**src/rtl/pig_pkg.sv**
```systemverilog
package pig_pkg;
  typedef enum logic [1:0] {
    GS_RUN  = 2'd0,
    GS_WAIT = 2'd1,
    GS_IDLE = 2'd2
  } gate_state_e;
endpackage

```
**src/rtl/pig_wake_merge.sv**
```systemverilog
module pig_wake_merge #(
  parameter int N_IRQ = 4,
  parameter int N_FIQ = 2
) (
  input  logic [N_IRQ-1:0] irq_req,
  input  logic [N_IRQ-1:0] irq_en,
  input  logic [N_FIQ-1:0] fiq_req,
  input  logic [N_FIQ-1:0] fiq_en,
  output logic             wake
);
  localparam int N_ALL = N_IRQ + N_FIQ;
  logic [N_ALL-1:0] hit;

  for (genvar i = 0; i < N_IRQ; i++) begin : g_irq
    assign hit[i] = irq_req[i] & irq_en[i];
  end
  for (genvar j = 0; j < N_FIQ; j++) begin : g_fiq
    assign hit[N_IRQ+j] = fiq_req[j] & fiq_en[j];
  end

  assign wake = |hit;
endmodule

```
**src/rtl/pig_seq.sv**
```systemverilog
module pig_seq
  import pig_pkg::*;
(
  input  logic clk,
  input  logic rst_n,
  input  logic start_wr,
  input  logic stop_wr,
  input  logic insn_done,
  input  logic wake,
  output logic run_q
);
  gate_state_e state_q, state_d;

  always_comb begin
    state_d = state_q;
    unique case (state_q)
      GS_RUN:  if (stop_wr && !start_wr) state_d = GS_WAIT;
      GS_WAIT: begin
        if (start_wr || wake)  state_d = GS_RUN;
        else if (insn_done)    state_d = GS_IDLE;
      end
      GS_IDLE: if (start_wr || wake) state_d = GS_RUN;
      default: state_d = GS_RUN;
    endcase
  end

  always_ff @(posedge clk) begin
    if (!rst_n) begin
      state_q <= GS_RUN;
      run_q   <= 1'b1;
    end else begin
      state_q <= state_d;
      run_q   <= (state_d != GS_IDLE);
    end
  end
endmodule

```
**src/rtl/cpu_idle_gate.sv**
```systemverilog
module cpu_idle_gate #(
  parameter int N_IRQ = 4,
  parameter int N_FIQ = 2
) (
  input  logic             clk,
  input  logic             rst_n,
  input  logic             start_wr,
  input  logic             stop_wr,
  input  logic             insn_done,
  input  logic [N_IRQ-1:0] irq_req,
  input  logic [N_IRQ-1:0] irq_en,
  input  logic [N_FIQ-1:0] fiq_req,
  input  logic [N_FIQ-1:0] fiq_en,
  output logic             cpu_clk_en,
  output logic             clk_running
);
  logic wake;
  logic run_q;

  pig_wake_merge #(.N_IRQ(N_IRQ), .N_FIQ(N_FIQ)) u_wake (
    .irq_req(irq_req), .irq_en(irq_en),
    .fiq_req(fiq_req), .fiq_en(fiq_en),
    .wake(wake)
  );

  pig_seq u_seq (
    .clk(clk), .rst_n(rst_n),
    .start_wr(start_wr), .stop_wr(stop_wr),
    .insn_done(insn_done), .wake(wake),
    .run_q(run_q)
  );

  assign cpu_clk_en  = run_q;
  assign clk_running = run_q;
endmodule

```
**config.mk**
```make
export PLATFORM = sky130hd
export DESIGN_NAME = cpu_idle_gate
export DESIGN_NICKNAME = d
export VERILOG_FILES = /design/src/rtl/pig_pkg.sv /design/src/rtl/pig_wake_merge.sv /design/src/rtl/pig_seq.sv /design/src/rtl/cpu_idle_gate.sv
export SDC_FILE = /design/constraint.sdc
export NUM_CORES = 1
export LEC_CHECK = 0
export ABC_CLOCK_PERIOD_IN_PS = 3040
export BUFFER_PORTS_ARGS = -buffer_cell sky130_fd_sc_hd__buf_2
export CORE_AREA = 4 4 41 43
export CTS_BUF_LIST = sky130_fd_sc_hd__clkbuf_4 sky130_fd_sc_hd__clkbuf_8
export DETAILED_ROUTE_END_ITERATION = 8
export DIE_AREA = 0 0 45 47
export GPL_ROUTABILITY_DRIVEN = 0
export HOLD_SLACK_MARGIN = 0.05
export SETUP_SLACK_MARGIN = 0.4
export SLEW_MARGIN = 20
export SYNTH_ARGS = -nofsm -noshare
export SYNTH_HDL_FRONTEND = slang
export SYNTH_HIERARCHICAL = 1
export SYNTH_SLANG_ARGS = --single-unit
```
**constraint.sdc**
```tcl
create_clock -name clk -period 3.04 [get_ports clk]
set_input_delay 0.912 -clock clk [delete_from_list [all_inputs] [get_ports clk]]
set_output_delay 0.912 -clock clk [all_outputs]
set_load 0.02 [all_outputs]
```
==> results of run 1 <==
[flip-flops by register name (all words and copies together) (netlist names)]
name	flops
u_seq/state_q	2
u_seq/run_q	1
[per-layer routing]
metal  part of all wire [%]  wire [um]  vias up  GRT usage [%]
li1                       -          -      105              -
met1                     37        158       73          4.308
met2                     58        245        4          7.910
met3                    4.5         19        0          1.149
met4                      0          0        0          7.018
met5                      0          0        -              0
[worst register-to-register path: stages, from the launching register on]
cell	delay [ps]
dfxtp_1	340
or3b_1	370
a211oi_2	210
[area by class of cell]
class                      count  area [um^2]  share of cell area, %
clock buffer                   4        30.03                  10.26
multi-input combinational     12        93.84                  32.05
tap                           15        18.77                  6.410
timing repair buffer          18        90.09                  30.77
sequential                     3        60.06                  20.51
[worst max path at each step]
| stage | to | slack, ps | depth (start not counted) |
|---|---|---|---|
| finish | u_seq/state_q[0] | 1270 | 5 |
| global route | u_seq/state_q[0] | 1170 | 5 |
| floorplan | u_seq/state_q[0] | 1190 | 4 |
| detailed placement | u_seq/state_q[0] | 1010 | 5 |
| global placement | u_seq/state_q[0] | 1030 | 5 |
| CTS | u_seq/state_q[0] | 1260 | 5 |
[through the flow]
step | instances | instance area, um^2
4_1_cts | 52 | 292.8
3_3_place_gp | 48 | 262.8
2_1_floorplan | 16 | 161.4
3_5_place_dp | 48 | 262.8
5_1_grt | 52 | 292.8
6_report | 52 | 292.8
[cells in the final DEF, fill, tap and decap left out]
master    Yosys  routed
a22oi_1       3       3
clkbuf_4      0       4
buf_2         0      18
a211oi_2      1       1
nand3_1       1       1
a211o_1       1       1
dfxtp_1       3       3
nand2b_2      1       1
or3b_1        1       1
a211oi_1      1       1
nand2b_1      2       2
nand3b_1      1       1
[kinds of logic after synthesis]
logic type / after synthesis / share of synthesized area, %
AO/OA/AOI/OAI: 6 / 31.78
AND/OR/NAND/NOR: 6 / 26.36
buffers and inverters: 1 / 4.653
flip-flops: 3 / 37.21
[power by group through the flow]
stage	combinational, W	clock (W)	sequential, W
global route	0.0000187	0.0000828	0.0000408
finish	0.0000165	0.0000775	0.0000407
CTS	0.0000167	0.0000820	0.0000407
detailed placement	0.0000167	0	0.0000413
floorplan	0.00000602	0	0.0000412
global placement	0.0000164	0	0.0000413
==> flow_metrics.env, run 1 <==
export IMPL_netlist_instances=16
export IMPL_finalSetupViolations=0
export IMPL_ys_types=11
export IMPL_ir_drop_mv=0.1574
export IMPL_finalCriticalPeriod_ps=1768
export IMPL_drtIter0Drc=0
export IMPL_path_delay_family="simple AND/OR/NAND/NOR gates"
export IMPL_routed_wirelength_um=422
export IMPL_hold_slack_ps=448.2
export IMPL_synthToLayoutAreaGrowth_pct=81.40
export IMPL_initial_core_util_pct=12.40
export IMPL_p_leak_nw=0.1303
export IMPL_end_kind="flop"
export IMPL_core_area_um2=1301
export IMPL_drive_above_1_share_pct=64.86
export IMPL_die_w_um=45
export IMPL_ios=19
export IMPL_post_drt_wl_per_cell_um=8.115
export IMPL_drc=0
export IMPL_via_count=182
export IMPL_synth_top_area_cell="dfxtp_1"
export IMPL_r2r_setup_slack_ps=2040
export IMPL_ys_ff_latch=3
export IMPL_dpl_worst_slack_ps=1013
export IMPL_synth_area_top_cells="dfxtp_1, a22oi_1, a211oi_2"
export IMPL_synth_seq_area_share_pct=37.21
export IMPL_clock_power_share_pct=57.5
export IMPL_p_total_w=0.0001347
export IMPL_final_hold_viol_count=0
export IMPL_cts_tree="yes"
export IMPL_clock_skew_ps=3.150
export IMPL_grt_overflow_total=0
export IMPL_whs_path_depth=1
export IMPL_crit_path_top_delay_cell="or3b_1"
export IMPL_port_buffers=18
export IMPL_max_freq_mhz=565.7
export IMPL_num_fill_cells=152
export IMPL_relSlewSlack_pct=88.94
export IMPL_drv_cap=0
export IMPL_synthDominantCellAreaShare_pct=37.21
export IMPL_yosys_top_cells_count="a22oi_1, dfxtp_1, nand2b_1"
export IMPL_slew_viol_final=0
export IMPL_r2r_cells=2
export IMPL_postCtsSetupBuffers=0
export IMPL_dp_hpwl_um=381.7
export IMPL_start_kind="input port"
export IMPL_seq_power_share_pct=30.2
export IMPL_worstHoldStart="u_seq/state_q[1]"
export IMPL_fp_dieArea_um2=2115
export IMPL_cts_hold_buf=0
export IMPL_root_buffer="clkbuf_4"
export IMPL_crit_type="input port to flop"
export IMPL_synth_fp_nets=33
export IMPL_fin_nets=55
export IMPL_hold_end="u_seq/state_q[0]"
export IMPL_utilization_pct=22.50
export IMPL_reg2reg_to="u_seq/state_q[0]"
export IMPL_pwr_density_cell_nw_per_um2=460.0
export IMPL_yosys_warnings=6
export IMPL_synth_edf_count=0
export IMPL_numCtsBuffers=3
export IMPL_tightest_slew_ps=165.0
export IMPL_grtUsageTotal_pct=4.893
export IMPL_grt_pass1_vias=189
export IMPL_p_comb_share_pct=12.2
export IMPL_synth_cell_area_um2=161.4
export IMPL_synthFlopType="dfxtp_1"
export IMPL_required_ps=3190
export IMPL_synthArstFlopShare_pct=0
export IMPL_fp_dieH_um=47
export IMPL_antenna_left=0
export IMPL_r2r_start="u_seq/state_q[0]"
export IMPL_setup_tns_ps=0
export IMPL_antenna_found_initial=0
export IMPL_path_buf_inv=1
export IMPL_crit_chain="buf_2 -> a22oi_1 -> nand3_1 -> or3b_1 -> a211oi_2"
export IMPL_arrival_ps=1920
export IMPL_drtPass1Iterations=1
export IMPL_cpPeakStageDelay_ps=400
export IMPL_clock_sinks=3
export IMPL_htree_levels=1
export IMPL_clk_pin_slew_worst_paths_ps=40
export IMPL_rsz0062_at_grt="false"
export IMPL_startpoint="fiq_req[0]"
export IMPL_status="complete, no violations"
export IMPL_hold_class="flop to flop"
export IMPL_switching_share_pct=19.06
export IMPL_p_switching_w=0.00002568
export IMPL_p_int_w=0.0001090
export IMPL_insertion_delay_ps=230
export IMPL_grt_pass1_wl_um=690
export IMPL_fin_crit_sh_pct=58.15
export IMPL_setup_slack_ps=1272
export IMPL_grt_max_degree=5
export IMPL_std_cell_rows=13
export IMPL_syn_avg_cell_area_um2=10.09
export IMPL_vias_per_cell=3.500
export IMPL_critPathMaxFanout=3
export IMPL_diodes=0
export IMPL_clockBufferDepth=2
export IMPL_ctsResizeCount=0
Note: power is estimated with default switching activity, not from simulation.
==> inputs of run 2 (changes only) <==
--- a/config.mk
+++ b/config.mk
@@ -5,7 +5,8 @@
 export SDC_FILE = /design/constraint.sdc
 export NUM_CORES = 1
 export LEC_CHECK = 0
-export ABC_CLOCK_PERIOD_IN_PS = 3040
+export ABC_AREA = 1
+export ABC_CLOCK_PERIOD_IN_PS = 1540
 export BUFFER_PORTS_ARGS = -buffer_cell sky130_fd_sc_hd__buf_2
 export CORE_AREA = 4 4 41 43
 export CTS_BUF_LIST = sky130_fd_sc_hd__clkbuf_4 sky130_fd_sc_hd__clkbuf_8
==> constraint.sdc (replaced) <==
create_clock -name clk -period 1.54 [get_ports clk]
set_input_delay 0.462 -clock clk [delete_from_list [all_inputs] [get_ports clk]]
set_output_delay 0.462 -clock clk [all_outputs]
set_load 0.02 [all_outputs]
==> run 2 against run 1 <==
  * Wire length up 21%
  * Core utilization up 3.3 points
  * Flip-flop and latch count unchanged
  * Via count up 42%
  * Clock-buffer cell count unchanged
  * Synthesized cell count up 110%
  * Clock power up 100%
  * Clock skew down 1.4 ps
  * Register-to-register slack worse by 1200 ps
  * Worst hold slack better by 13 ps
  * Non-clock buffer count unchanged
  * First-iteration DRC count up 4
  * Largest cell class unchanged
  * Largest power group unchanged
  * Highest routed layer unchanged
==> flow_metrics.env, run 2 <==
export IMPL_rsz0062_at_grt="true"
export IMPL_setup_tns_ps=0
export IMPL_end_kind="primary output"
export IMPL_final_hold_viol_count=0
export IMPL_synth_seq_area_share_pct=31.58
export IMPL_crit_path_top_delay_cell="dfxtp_2"
export IMPL_initial_core_util_pct=14.62
export IMPL_finalSetupViolations=0
export IMPL_slew_viol_final=0
export IMPL_synth_most_common_cell="nand2_1"
export IMPL_max_freq_mhz=877.7
export IMPL_std_cell_rows=13
export IMPL_drc=0
export IMPL_worstHoldStart="rst_n"
export IMPL_drtPass1Iterations=6
export IMPL_synth_area_top_cells="dfxtp_1, nand2_1, inv_1"
export IMPL_fp_dieH_um=47
export IMPL_crit_type="flop to primary output"
export IMPL_clk_pin_slew_worst_paths_ps=40
export IMPL_synthArstFlopShare_pct=0
export IMPL_root_buffer="clkbuf_4"
export IMPL_ios=19
export IMPL_ys_types=11
export IMPL_clock_skew_ps=1.735
export IMPL_largest_reg_flops=2
export IMPL_crit_chain="buf_6"
export IMPL_diodes=0
export IMPL_pwr_density_cell_nw_per_um2=843.5
export IMPL_ys_ff_latch=3
export IMPL_fin_crit_sh_pct=73.98
export IMPL_synthDominantCellAreaShare_pct=31.58
export IMPL_path_delay_family="flip-flops"
export IMPL_utilization_pct=25.77
export IMPL_tightest_slew_ps=149.9
export IMPL_dp_hpwl_um=400.3
export IMPL_routed_wirelength_um=512
export IMPL_drive_above_1_share_pct=50.00
export IMPL_yosys_top_cells_count="nand2_1, inv_1, dfxtp_1, nor2_1"
export IMPL_final_common_cell="buf_2"
export IMPL_die_w_um=45
export IMPL_fin_nets=72
export IMPL_clockBufferDepth=2
export IMPL_postCtsSetupBuffers=0
export IMPL_antenna_left=0
export IMPL_syn_avg_cell_area_um2=5.763
export IMPL_num_fill_cells=158
export IMPL_core_area_um2=1301
export IMPL_path_buf_inv=1
export IMPL_synth_top_area_cell="dfxtp_1"
export IMPL_drv_cap=0
export IMPL_layout_common_cells="buf_2, nand2_1, clkbuf_4, inv_1, nor2_1"
export IMPL_cpPeakStageDelay_ps=330
export IMPL_synth_cell_area_um2=190.2
export IMPL_netlist_instances=33
export IMPL_ir_drop_mv=0.1230
export IMPL_synth_edf_count=0
export IMPL_finalCriticalPeriod_ps=1139
export IMPL_cts_tree="yes"
export IMPL_port_buffers=18
export IMPL_grt_overflow_total=0
export IMPL_hold_class="input port to flop"
export IMPL_grtUsageTotal_pct=5.599
export IMPL_via_count=259
export IMPL_vias_per_cell=3.754
export IMPL_synth_fp_nets=50
export IMPL_htree_levels=1
export IMPL_r2r_start="u_seq/state_q[0]"
export IMPL_p_leak_nw=0.1872
export IMPL_largest_registers="u_seq/state_q (2), u_seq/run_q (1)"
export IMPL_hold_slack_ps=461.1
export IMPL_arrival_ps=680
export IMPL_synthToLayoutAreaGrowth_pct=76.32
export IMPL_clock_sinks=3
export IMPL_antenna_found_initial=0
export IMPL_grt_max_degree=5
export IMPL_required_ps=1080
export IMPL_synthFlopType="dfxtp_1"
export IMPL_critPathMaxFanout=2
export IMPL_grt_pass1_vias=228
export IMPL_relSlewSlack_pct=89.97
export IMPL_status="complete, no violations"
export IMPL_start_kind="flop"
export IMPL_numCtsBuffers=3
export IMPL_drtIter0Drc=4
export IMPL_insertion_delay_ps=240
export IMPL_fin_cells=69
export IMPL_regMostFlops="u_seq/state_q"
export IMPL_yosys_warnings=6
export IMPL_post_drt_wl_per_cell_um=7.420
export IMPL_startpoint="u_seq/run_q"
export IMPL_grt_pass1_wl_um=821
export IMPL_fp_dieArea_um2=2115
export IMPL_dp_cells=65
[run 2: changes by cell type after synthesis, sizes merged, moves of 2 or more]
| cell | before | now |
|---|---|---|
| a211oi | 2 | 0 |
| a22oi | 3 | 0 |
| inv | 0 | 5 |
| nand2 | 0 | 16 |
| nand2b | 3 | 0 |
| nor2 | 0 | 4 |
[run 2: logic make-up after synthesis]
logic type / after synthesis / share of synthesized area (%)
buffers and inverters: 6 / 13.81
AOI/OAI and AO/OA: 1 / 2.629
and+or+nand+nor: 23 / 51.98
DFF: 3 / 31.58
[run 2: stage by stage]
step / setup WS, ps / area (um^2) / total power, W
after detailed placement: 331.0 / 291.5 / 0.0001259
after global placement: 346.1 / 291.5 / 0.0001252
final: 400.7 / 335.3 / 0.0002829
after CTS: 390.8 / 335.3 / 0.0002908
after floorplan: 483.1 / 190.2 / 0.0001025
after global routing: 384.6 / 335.3 / 0.0002960
[run 2: cell type report]
class,instances,area (um^2),share of cell area (%)
Clock buffer,4,30.03,8.955
Sequential cell,3,61.31,18.28
Multi-Input combinational cell,24,103.9,30.97
Inverter,5,18.77,5.597
Timing Repair Buffer,18,102.6,30.60
Tap cell,15,18.77,5.597
[run 2: repair_timing]
item / CTS / global route
gates resized for setup: 5 / 0
hold buffers: 0 / 0
setup endpoints to repair: 2 / 2
pin swaps: 0 / 0
[run 2: path summary, 6_finish.rpt]
kind | end | slack (ps) | cells after the start
hold / removal | u_seq/run_q | 460 | 2
hold reg to reg | u_seq/run_q | 520 | 2
setup reg to reg | u_seq/run_q | 800 | 3
setup / recovery | cpu_clk_en | 400 | 1
[run 2: routing by layer]
layer / wire, um / global-route usage (%) / up-vias
met5: 0 / 0 / -
met4: 0 / 7.018 / 0
met3: 73 / 1.149 / 0
met2: 255 / 8.475 / 16
met1: 183 / 5.882 / 104
li1: - / - / 139
[run 2: power breakdown]
group	switching (W)	total [W]	internal [W]	leakage, nW
clock	0.0000432	0.000158	0.000115	0.0184
combinational	0.0000187	0.0000420	0.0000233	0.145
sequential	0.00000236	0.0000828	0.0000804	0.0239
==> inputs of run 3 (changes only) <==
--- a/config.mk
+++ b/config.mk
@@ -5,8 +5,8 @@
 export SDC_FILE = /design/constraint.sdc
 export NUM_CORES = 1
 export LEC_CHECK = 0
-export ABC_AREA = 1
-export ABC_CLOCK_PERIOD_IN_PS = 1540
+export ABC_AREA = 0
+export ABC_CLOCK_PERIOD_IN_PS = 1200
 export BUFFER_PORTS_ARGS = -buffer_cell sky130_fd_sc_hd__buf_2
 export CORE_AREA = 4 4 41 43
 export CTS_BUF_LIST = sky130_fd_sc_hd__clkbuf_4 sky130_fd_sc_hd__clkbuf_8
==> constraint.sdc (replaced) <==
create_clock -name clk -period 1.2 [get_ports clk]
set_input_delay 0.36 -clock clk [delete_from_list [all_inputs] [get_ports clk]]
set_output_delay 0.36 -clock clk [all_outputs]
set_load 0.02 [all_outputs]
==> run 3 against run 2 <==
  * Wire length grew 30%
  * Final cell count shrank 20%
  * Worst hold slack lost 72 ps
  * Sequential share of layout area shrank 1.5 points
  * Register-to-register slack lost 550 ps
  * Clock power grew 29%
  * Critical path type is now input port to flop
==> flow_metrics.env, run 3 (synthesis results as in run 1) <==
export IMPL_hold_slack_ps=389.4
export IMPL_cpPeakStageDelay_ps=370
export IMPL_hold_class="input port to flop"
export IMPL_p_int_w=0.0002959
export IMPL_largest_reg_flops=2
export IMPL_largest_registers="u_seq/state_q (2), u_seq/run_q (1)"
export IMPL_numCtsBuffers=3
export IMPL_routed_wirelength_um=665
export IMPL_status="complete, no violations"
export IMPL_drc=0
export IMPL_port_buffers=18
export IMPL_relSlewSlack_pct=88.43
export IMPL_postPlaceCellArea_um2=289.0
export IMPL_diodes=0
export IMPL_ir_drop_mv=0.2113
export IMPL_finalCriticalPeriod_ps=1109
export IMPL_tightest_slew_ps=173.6
export IMPL_final_common_cell="buf_2"
export IMPL_drv_cap=0
export IMPL_p_leak_nw=0.1618
export IMPL_grtUsageTotal_pct=7.182
export IMPL_required_ps=1360
export IMPL_max_freq_mhz=901.8
export IMPL_start_kind="input port"
export IMPL_seq_power_share_pct=26.7
export IMPL_crit_type="input port to flop"
export IMPL_finalSetupViolations=0
export IMPL_fin_area_um2=380.4
export IMPL_p_total_w=0.0003779
export IMPL_p_comb_share_pct=19.3
export IMPL_drive_above_1_share_pct=80.00
export IMPL_rsz0062_at_grt="true"
export IMPL_synthToLayoutAreaGrowth_pct=135.7
export IMPL_dp_cells=49
export IMPL_antenna_found_initial=0
export IMPL_pwr_density_cell_nw_per_um2=993.6
export IMPL_fin_crit_sh_pct=92.41
export IMPL_r2r_setup_slack_ps=250
export IMPL_insertion_delay_ps=240
export IMPL_grt_pass1_wl_um=924
export IMPL_clock_power_share_pct=54.0
export IMPL_post_drt_wl_per_cell_um=12.09
export IMPL_fp_dieArea_um2=2115
export IMPL_drtPass1Iterations=1
export IMPL_initial_core_util_pct=12.40
export IMPL_antenna_left=0
export IMPL_p_switching_w=0.00008203
export IMPL_crit_path_top_delay_cell="or3b_1"
export IMPL_regMostFlops="u_seq/state_q"
export IMPL_clk_pin_slew_worst_paths_ps=40
export IMPL_fin_cells=55
export IMPL_clock_sinks=3
export IMPL_fin_nets=58
export IMPL_root_buffer="clkbuf_4"
export IMPL_htree_levels=1
export IMPL_crit_chain="buf_6 -> a22oi_2 -> nand3_1 -> or3b_1 -> a211oi_2"
export IMPL_drtIter0Drc=0
export IMPL_switching_share_pct=21.70
export IMPL_via_count=219
export IMPL_end_kind="flop"
export IMPL_critPathMaxFanout=2
export IMPL_fp_dieH_um=47
export IMPL_grt_max_degree=5
export IMPL_layout_common_cells="buf_2, buf_6, clkbuf_4"
export IMPL_slew_viol_final=0
export IMPL_cts_tree="yes"
export IMPL_cts_hold_buf=0
export IMPL_setup_tns_ps=0
export IMPL_die_w_um=45
export IMPL_ios=19
export IMPL_vias_per_cell=3.982
export IMPL_clock_skew_ps=3.756
export IMPL_core_area_um2=1301
export IMPL_grt_overflow_total=0
export IMPL_final_hold_viol_count=0
export IMPL_grt_pass1_vias=251
export IMPL_std_cell_rows=13
export IMPL_clockBufferDepth=2
export IMPL_arrival_ps=1270
-- run 3: cell types whose count changed in the layout (fill, tap and decap cells not counted), moves of 3 or more --
cell and delta:
nand2_1 -14, buf_6 +5, buf_2 -4, inv_1 -4, a22oi_2 +3, nor2_1 -3
-- run 3: path summary, 6_finish.rpt --
check / startpoint / end / cells past startpoint
worst max-delay path: irq_req[0] / u_seq/state_q[0] / 5
worst min-delay path: stop_wr / u_seq/state_q[0] / 3
worst min register to register: u_seq/state_q[1] / u_seq/state_q[0] / 1
worst max register to register: u_seq/state_q[0] / u_seq/state_q[0] / 2
-- run 3: layout make-up --
type | count | area (um^2)
flip-flops and latches | 3 | 63.81
clock buffers | 4 | 30.03
well taps | 15 | 18.77
repair buffers | 21 | 153.9
fillers | 152 | 920.9
multi-input cells | 12 | 113.9
-- run 3: repair_timing --
| action | 4_1_cts | 5_1_grt |
|---|---|---|
| pin swaps | 1 | 2 |
| buffers inserted | 0 | 2 |
| resized for setup | 8 | 2 |
| setup endpoints to repair | 5 | 5 |
-- run 3: per-stage QoR --
stage | utilization (%) | worst slack [ps]
6_report | 29.23 | 91.05
5_1_grt | 29.23 | 36.21
4_1_cts | 27.31 | 101.2
3_5_place_dp | 22.21 | -167.8
3_3_place_gp | 22.21 | -163.3
2_1_floorplan | - | -25.31
-- run 3: metal layers --
| layer | track usage, % | up-vias | routed length [um] |
|---|---|---|---|
| li1 | - | 110 | - |
| met1 | 7.483 | 88 | 286 |
| met2 | 9.322 | 19 | 239 |
| met3 | 3.831 | 2 | 117 |
| met4 | 8.772 | 0 | 21 |
| met5 | 0 | - | 0 |
-- run 3: power by group through the flow --
stage	Clock (W)	Combinational [W]	Sequential (W)
2_1_floorplan	0	0.0000184	0.000102
3_3_place_gp	0	0.0000541	0.000102
3_5_place_dp	0	0.0000549	0.000102
4_1_cts	0.000212	0.0000621	0.000101
5_1_grt	0.000212	0.0000781	0.000101
6_report	0.000204	0.0000728	0.000101
-- run 3: worst max-delay path, delay by kind of cell --
family / cells / cell delay, ps
AO/OA/AOI/OAI: 2 / 330
AND/OR/NAND/NOR: 2 / 490
buffers and inverters: 1 / 90
